--- config.mk ---
export PLATFORM = sky130hd
export DESIGN_NAME = dbg_step_fsm
export DESIGN_NICKNAME = d
export VERILOG_FILES = /design/src/rtl/dbg_step_pkg.sv /design/src/rtl/dbg_step_eret_gate.sv /design/src/rtl/dbg_step_next.sv /design/src/rtl/dbg_step_state_reg.sv /design/src/rtl/dbg_step_fsm.sv
export SDC_FILE = /design/constraint.sdc
export NUM_CORES = 1
export LEC_CHECK = 0
export BUFFER_PORTS_ARGS = -buffer_cell sky130_fd_sc_hd__buf_2
export CAP_MARGIN = 30
export CORE_AREA = 2 2 39 41
export DETAILED_ROUTE_END_ITERATION = 10
export DIE_AREA = 0 0 41 43
export PLACE_DENSITY = 0.49
export SLEW_MARGIN = 40
export SYNTH_ARGS = -nofsm -noshare
export SYNTH_HDL_FRONTEND = slang
export SYNTH_HIERARCHICAL = 1
export SYNTH_SLANG_ARGS = --single-unit
--- constraint.sdc ---
create_clock -name clk -period 3.2 [get_ports clk]
set_clock_uncertainty 0.15 [all_clocks]
set_input_delay 0.48 -clock clk [delete_from_list [all_inputs] [get_ports clk]]
set_output_delay 0.48 -clock clk [all_outputs]
set_load 0.01 [all_outputs]
--- src/rtl/dbg_step_pkg.sv ---
package dbg_step_pkg;

   localparam int STATE_W = 2;

   typedef enum logic [STATE_W-1:0] {
      ST_IDLE  = 2'b00,
      ST_ARMED = 2'b01,
      ST_PEND  = 2'b10
   } step_st_e;

   typedef struct packed {
      logic     exc;
      logic     clr;
      logic     stp_we;
      logic     stp_val;
   } step_act_t;

endpackage

--- src/rtl/dbg_step_eret_gate.sv ---
module dbg_step_eret_gate
   import dbg_step_pkg::*;
(
   input  logic     eret_vld,
   input  logic     step_en,
   input  logic     saved_ss,
   input  logic     src_dbg_en,
   input  logic     dst_dbg_en,
   input  logic     tgt32,
   output logic     load,
   output step_st_e load_st
);
   logic qual;

   always_comb begin
      qual    = step_en & ~src_dbg_en & dst_dbg_en & ~tgt32;
      load    = eret_vld & qual;
      load_st = saved_ss ? ST_ARMED : ST_PEND;
   end
endmodule

--- src/rtl/dbg_step_next.sv ---
module dbg_step_next
   import dbg_step_pkg::*;
(
   input  step_st_e  cur_st,
   input  logic      fetch,
   input  logic      eret_vld,
   input  logic      load,
   input  step_st_e  load_st,
   input  logic      step_en,
   input  logic      dbg_mask,
   output step_st_e  nxt_st,
   output step_act_t act
);
   logic go;

   always_comb begin
      go     = step_en & ~dbg_mask;
      nxt_st = cur_st;
      act    = '0;
      if (eret_vld) begin
         if (load) nxt_st = load_st;
      end else if (fetch) begin
         act.stp_we = 1'b1;
         unique case (cur_st)
            ST_IDLE: begin
               nxt_st = ST_IDLE;
            end
            ST_ARMED: begin
               if (go) begin
                  nxt_st      = ST_PEND;
                  act.stp_val = 1'b1;
               end else begin
                  nxt_st = ST_IDLE;
               end
            end
            ST_PEND: begin
               nxt_st  = ST_IDLE;
               act.clr = 1'b1;
               act.exc = go;
            end
            default: nxt_st = ST_IDLE;
         endcase
      end
   end
endmodule

--- src/rtl/dbg_step_state_reg.sv ---
module dbg_step_state_reg
   import dbg_step_pkg::*;
#(
   parameter int ONEHOT = 0
)(
   input  logic     clk,
   input  logic     rst_n,
   input  step_st_e nxt_st,
   output step_st_e cur_st
);
   localparam int OH_W = 3;

   generate
      if (ONEHOT != 0 && ONEHOT != 1) begin : g_bad
         $error("dbg_step_state_reg: ONEHOT must be 0 or 1");
      end

      if (ONEHOT == 1) begin : g_oh
         logic [OH_W-1:0] oh_q;
         always_ff @(posedge clk or negedge rst_n) begin
            if (!rst_n) oh_q <= 3'b001;
            else begin
               oh_q    <= '0;
               unique case (nxt_st)
                  ST_ARMED: oh_q[1] <= 1'b1;
                  ST_PEND:  oh_q[2] <= 1'b1;
                  default:  oh_q[0] <= 1'b1;
               endcase
            end
         end
         always_comb begin
            if (oh_q[2])      cur_st = ST_PEND;
            else if (oh_q[1]) cur_st = ST_ARMED;
            else              cur_st = ST_IDLE;
         end
         assert_onehot_R10: assert property (@(posedge clk) disable iff (!rst_n)
            $countones(oh_q) == 1);
      end else begin : g_bin
         step_st_e st_q;
         always_ff @(posedge clk or negedge rst_n) begin
            if (!rst_n) st_q <= ST_IDLE;
            else        st_q <= nxt_st;
         end
         assign cur_st = st_q;
      end
   endgenerate
endmodule

--- src/rtl/dbg_step_fsm.sv ---
module dbg_step_fsm
   import dbg_step_pkg::*;
#(
   parameter int ONEHOT = 0
)(
   input  logic       clk,
   input  logic       rst_n,
   input  logic       step_en,
   input  logic       dbg_mask,
   input  logic       fetch_stb,
   input  logic       eret_vld,
   input  logic       eret_saved_ss,
   input  logic       eret_src_dbg_en,
   input  logic       eret_dst_dbg_en,
   input  logic       eret_tgt32,
   output logic [1:0] state_o,
   output logic       step_exc_o,
   output logic       stepped_o,
   output logic       clr_excl_o
);
   step_st_e  cur_st, nxt_st, load_st;
   step_act_t act;
   logic      load;
   logic      exc_q, clr_q, stp_q;

   dbg_step_eret_gate u_gate (
      .eret_vld  (eret_vld),
      .step_en   (step_en),
      .saved_ss  (eret_saved_ss),
      .src_dbg_en(eret_src_dbg_en),
      .dst_dbg_en(eret_dst_dbg_en),
      .tgt32     (eret_tgt32),
      .load      (load),
      .load_st   (load_st)
   );

   dbg_step_next u_next (
      .cur_st  (cur_st),
      .fetch   (fetch_stb),
      .eret_vld(eret_vld),
      .load    (load),
      .load_st (load_st),
      .step_en (step_en),
      .dbg_mask(dbg_mask),
      .nxt_st  (nxt_st),
      .act     (act)
   );

   dbg_step_state_reg #(.ONEHOT(ONEHOT)) u_st (
      .clk   (clk),
      .rst_n (rst_n),
      .nxt_st(nxt_st),
      .cur_st(cur_st)
   );

   always_ff @(posedge clk or negedge rst_n) begin
      if (!rst_n) begin
         exc_q <= 1'b0;
         clr_q <= 1'b0;
         stp_q <= 1'b0;
      end else begin
         exc_q <= act.exc;
         clr_q <= act.clr;
         if (act.stp_we) stp_q <= act.stp_val;
      end
   end

   assign state_o    = cur_st;
   assign step_exc_o = exc_q;
   assign clr_excl_o = clr_q;
   assign stepped_o  = stp_q;

   // state code legal and held when idle of events
   assert_legal_state_R10: assert property (@(posedge clk) disable iff (!rst_n)
      state_o != 2'b11);
   assert_hold_R10: assert property (@(posedge clk) disable iff (!rst_n)
      (!fetch_stb && !eret_vld) |=> $stable(state_o));
   // exception pulse only after a pending-state fetch, one cycle wide
   assert_exc_src_R5: assert property (@(posedge clk) disable iff (!rst_n)
      $rose(step_exc_o) |-> ($past(state_o) == 2'b10 && $past(fetch_stb) && !$past(eret_vld)));
   assert_exc_single_R5: assert property (@(posedge clk) disable iff (!rst_n)
      step_exc_o |=> !step_exc_o);
   // monitor clear only when leaving pending
   assert_clr_leave_R6: assert property (@(posedge clk) disable iff (!rst_n)
      $rose(clr_excl_o) |-> ($past(state_o) == 2'b10 && state_o == 2'b00));
   // stepped marker rises together with entry to pending
   assert_stepped_pend_R4: assert property (@(posedge clk) disable iff (!rst_n)
      $rose(stepped_o) |-> state_o == 2'b10);
   // a blocked return leaves the state alone
   assert_eret_gate_R7: assert property (@(posedge clk) disable iff (!rst_n)
      (eret_vld && !(step_en && !eret_src_dbg_en && eret_dst_dbg_en && !eret_tgt32))
      |=> $stable(state_o));
endmodule

Word level (Yosys, flattened, before mapping)
Cells that the tools add are included.
{"block": "word_totals", "reg_bits": 5, "inputBits": 10, "output_inout_bits": 5, "wordCells": 28}
{"block": "classes", "n_eq_ne": 3, "mux": 11, "bitwise": 8, "reduce_logical": 2}
{"op": "2-to-1 mux 2 bit", "n": 7}
{"op": "2-to-1 mux 4 bit", "n": 2}
{"op": "bitwise AND 1 bit", "n": 5}
{"op": "inverter 1 bit", "n": 3}
{"op": "equality test 2 x 1 -> 1 bit, second input constant", "n": 1}
{"op": "equality test 2 bit, second input constant", "n": 1}
{"op": "2-to-1 mux 1 bit", "n": 2}
{"op": "inequality test 2 x 1 -> 1 bit, second input constant", "n": 1}
{"op": "AND reduction 2 bit", "n": 1}
{"op": "nonzero test 2 bit", "n": 1}

Depth between registers and ports, before layout
{"block": "logic_depth", "ltp_word": 7, "depth_mapped": 5, "mapped_depth_nobuf": 5}

Hierarchy
Netlist, hierarchy kept.
{"mod": "dbg_step_next", "n_inst": 1, "cells_each": 12, "area_each_um2": 97.6, "seq_area_each_um2": 0.0}
{"mod": "dbg_step_fsm", "n_inst": 1, "cells_each": 4, "area_each_um2": 90.1, "seq_area_each_um2": 75.1}
{"mod": "dbg_step_state_reg", "n_inst": 1, "cells_each": 2, "area_each_um2": 50.0, "seq_area_each_um2": 50.0}
{"mod": "dbg_step_eret_gate", "n_inst": 1, "cells_each": 4, "area_each_um2": 23.8, "seq_area_each_um2": 0.0}

Least setup slack after synthesis
No wires, ideal clock.
{"block": "synth_timing", "kind": "input -> register", "from": "input eret_src_dbg_en", "to": "register u_st.g_bin.st_q[0], in the netlist u_st/cur_st[0]", "setup_ns": 0.126, "arrival_ns": 1.187, "t_required_ns": 2.924, "setup_slack_ns": 1.737, "cell_stages": 5, "n_path_buf": 0, "path_cell_list": "nor2_1 and4_1 mux2_1 nand2_1 o21ai_0"}
{"block": "synth_between", "elab_chain_cells": 7}
{"element": "from (decl)", "line": "dbg_step_fsm.sv:13", "rtl": "input logic eret_src_dbg_en,"}
{"element": "inverter 1 bit", "line": "dbg_step_eret_gate.sv:16", "rtl": "qual = step_en & ~src_dbg_en & dst_dbg_en & ~tgt32;"}
{"element": "bitwise AND 1 bit (3 in series)", "line": "dbg_step_eret_gate.sv:16"}
{"element": "bitwise AND 1 bit", "line": "dbg_step_eret_gate.sv:17", "rtl": "load = eret_vld & qual;"}
{"element": "net load", "line": "dbg_step_fsm.sv:23", "rtl": "logic load;"}
{"element": "inequality test 2 x 1 -> 1 bit (no source line)"}
{"element": "AND reduction 2 bit (no source line)"}
{"element": "to (signal assigned)", "line": "dbg_step_state_reg.sv:42", "rtl": "else st_q <= nxt_st;"}
{"element": "to (decl)", "line": "dbg_step_state_reg.sv:39", "rtl": "step_st_e st_q;"}
The timed path passes the listed nets, and every way through them passes these cells.
A chain may end at the register's enable or synchronous reset.

Worst setup path in the final report
{"block": "layout_timing", "from": "register u_st.g_bin.st_q[0], in the netlist u_st/cur_st[0]", "to": "output state_o[0]"}
{"element": "to (decl)", "line": "dbg_step_fsm.sv:16", "rtl": "output logic [1:0] state_o,"}
No word-level cell between the ends.

==> impl_metrics.toml <==
[timing]
hold-worst-slack_ns = 0.307
worst_pin_slew_ns = 0.115
fin_crit_sh_pct = 44.9
setup_viol = 0
relSlewSlack_pct = 92.1
hold_viol = 0
fin_setup_tns_ns = 0
period_minus_slack_ns = 1.44
rsz0062_at_grt = "false"
drv_slew = 0
fmax_mhz = 696

[synth]
synth_fp_nets = 32
avgSynthCellArea_sq_um = 11.9
synth_top_family_by_area = "simple AND/OR/NAND/NOR gates"
syn_area_sq_um = 262
synth_seq_cells = 5
synth_fa_ha_area_share_pct = 0
synth-seq-area-share_pct = 47.8
synth_compound_area_share_pct = 4.78
synth_cell_types = 16
synth-simple-area-share_pct = 29.2
synth_mux_area_share_pct = 13.9
yosysWarnings = 6
synthCells = 22
synth_xor_area_share_pct = 0

[drt]
detail-route-antenna-nets = 0
drtIter0Drc = 1
drt_pre_antenna_iters = 2
vias = 227
wire_per_inst_um = 10.2
wl_um = 572
route.detailed.vias_per_inst = 4.05
drcViolationCount = 0

[worst_setup_path]
max_stage_delay_ns = 0.41
slowest_stage = "dfrtp_1"
worstSetupStartpoint = "u_st/cur_st[0]"
end_kind = "output port"
cp.arrival_ns = 0.81
crit_path_start_kind = "register"
reg2regPathDepth = 3
critical_path_required_ns = 2.57
crit_chain = "buf_2"
reg2reg_from = "u_st/cur_st[0]"
crit_type = "register to output port"
path_buf_inv = 1
critPathMaxFanout = 5
r2r_slack_ns = 1.90
crit_family = "flip-flops"
rr_endpoint = "stepped_o"

[clocking]
cts_tree = "built"
worst_skew_pair.late_latency_ns = 0.24
htreeDepth = 1
hold_buffers = 1
clock_sinks = 5
cts.path.max_buffers = 2
cts_resized = 0
clk_pin_slew_ns = 0.04
cts_buffers = 3
root_buffer = "clkbuf_4"
post_cts_buffers = 0

[finish]
drive_gt1_share_pct = 47.5
nets = 51
antennaDiodeCount = 0
layout_commonest_cell = "buf_2"
num-fill-cells = 152
syn_to_final_growth_pct = 45.5
final_cell_mix = "14 x buf_2, 5 x dfrtp_1, 3 x clkbuf_4"

[placed_design]
io_buffers = 14
globalplace.congestion = 0.592
dp_hpwl_um = 469

[hold_path]
min_to = "u_st/cur_st[0]"
min_from = "fetch_stb"
holdCritPathClass = "input pin to register"
whs_path_depth = 2

[global_route]
track_usage_pct = 8.06
grt_pass1_vias = 204
grt_start_max_net_pins = 6
grt_remaining_overflow = 0
antenna_found_initial = 0
grt_pass1_wl_um = 848

[die]
core-area_sq_mm = 0.00138
fp-row-count = 14
dieArea_sq_mm = 0.00176
ioPinCount = 15
dieHeight_um = 43
start_util_pct = 18.9
die_x_um = 41

[job]
drv_cap = 0

[pwr]
p_leak_nw = 0.222
power_density_mw_per_mm2 = 401
power_w = 0.000152
max-vdd-ir-drop_v = 0.000114

[outcome]
outcome = "finished clean"
==> sequential cells by signal, summed over array words and instances, names as in the netlist <==
signal,cells
clr_excl_o,1
step_exc_o,1
stepped_o,1
u_st/cur_st,2
==> metal layers <==
metal / routed length (um) / global-route usage (%) / vias up
met5: 0 / 0 / -
met4: 30 / 10.0 / 0
met3: 92 / 3.14 / 4
met2: 204 / 9.69 / 17
met1: 244 / 9.12 / 94
li1: - / - / 112
==> final cells by class <==
| cell class | count | area (sq um) | share of cell area (%) |
|---|---|---|---|
| clock buffer | 4 | 26.3 | 6.91 |
| timing repair buffer | 15 | 80.1 | 21.1 |
| tap | 16 | 20.0 | 5.26 |
| multi-input combinational | 15 | 125 | 32.9 |
| inverter | 1 | 3.75 | 0.987 |
| sequential | 5 | 125 | 32.9 |
==> kinds of logic (layout without fill, tap and decap cells) <==
| family | Yosys count | after routing |
|---|---|---|
| muxes | 3 | 3 |
| and+or+nand+nor | 10 | 10 |
| buffers and inverters | 2 | 20 |
| AOI/OAI and AO/OA | 2 | 2 |
| DFF | 5 | 5 |
==> worst max path at each step <==
stage / endpoint / slack [ns] / cells after the start
after floorplan: u_st/cur_st[0] / 1.74 / 5
after global placement: u_st/cur_st[0] / 1.59 / 6
final: state_o[0] / 1.76 / 1
after global routing: state_o[0] / 1.72 / 1
after CTS: state_o[0] / 1.75 / 1
after detailed placement: u_st/cur_st[0] / 1.58 / 6
==> metrics by stage <==
stage | setup WS (ns) | cells | utilization (%) | instance area [sq um]
after floorplan | 1.74 | 22 | - | 262
after global placement | 1.59 | 51 | 24.9 | 344
after detailed placement | 1.58 | 51 | 24.9 | 344
after CTS | 1.75 | 56 | 27.5 | 380
after global routing | 1.72 | 56 | 27.5 | 380
final | 1.76 | 56 | 27.5 | 380
==> where the power goes <==
group	internal, W	leakage [nW]	switching (W)
clock	0.0000471	0.0150	0.0000247
sequential	0.0000645	0.0696	0.000000874
combinational	0.00000853	0.138	0.00000675
==> synth_stat cells, drive strengths merged <==
cell type  count  area share (%)
o21ai          1             1.9
and3b          2             6.7
mux2           2              10
inv            1             1.4
dfrtp          5              48
nand2          2             2.9
and2           1             2.4
o21bai         1             2.9
and4           1             3.3
buf            1             2.9
nor2b          1             5.3
mux2i          1             3.8
and4bb         1             4.8
nor2           1             1.4
nand2b         1             2.4
No activity file was read; power rests on OpenSTA's default activity.
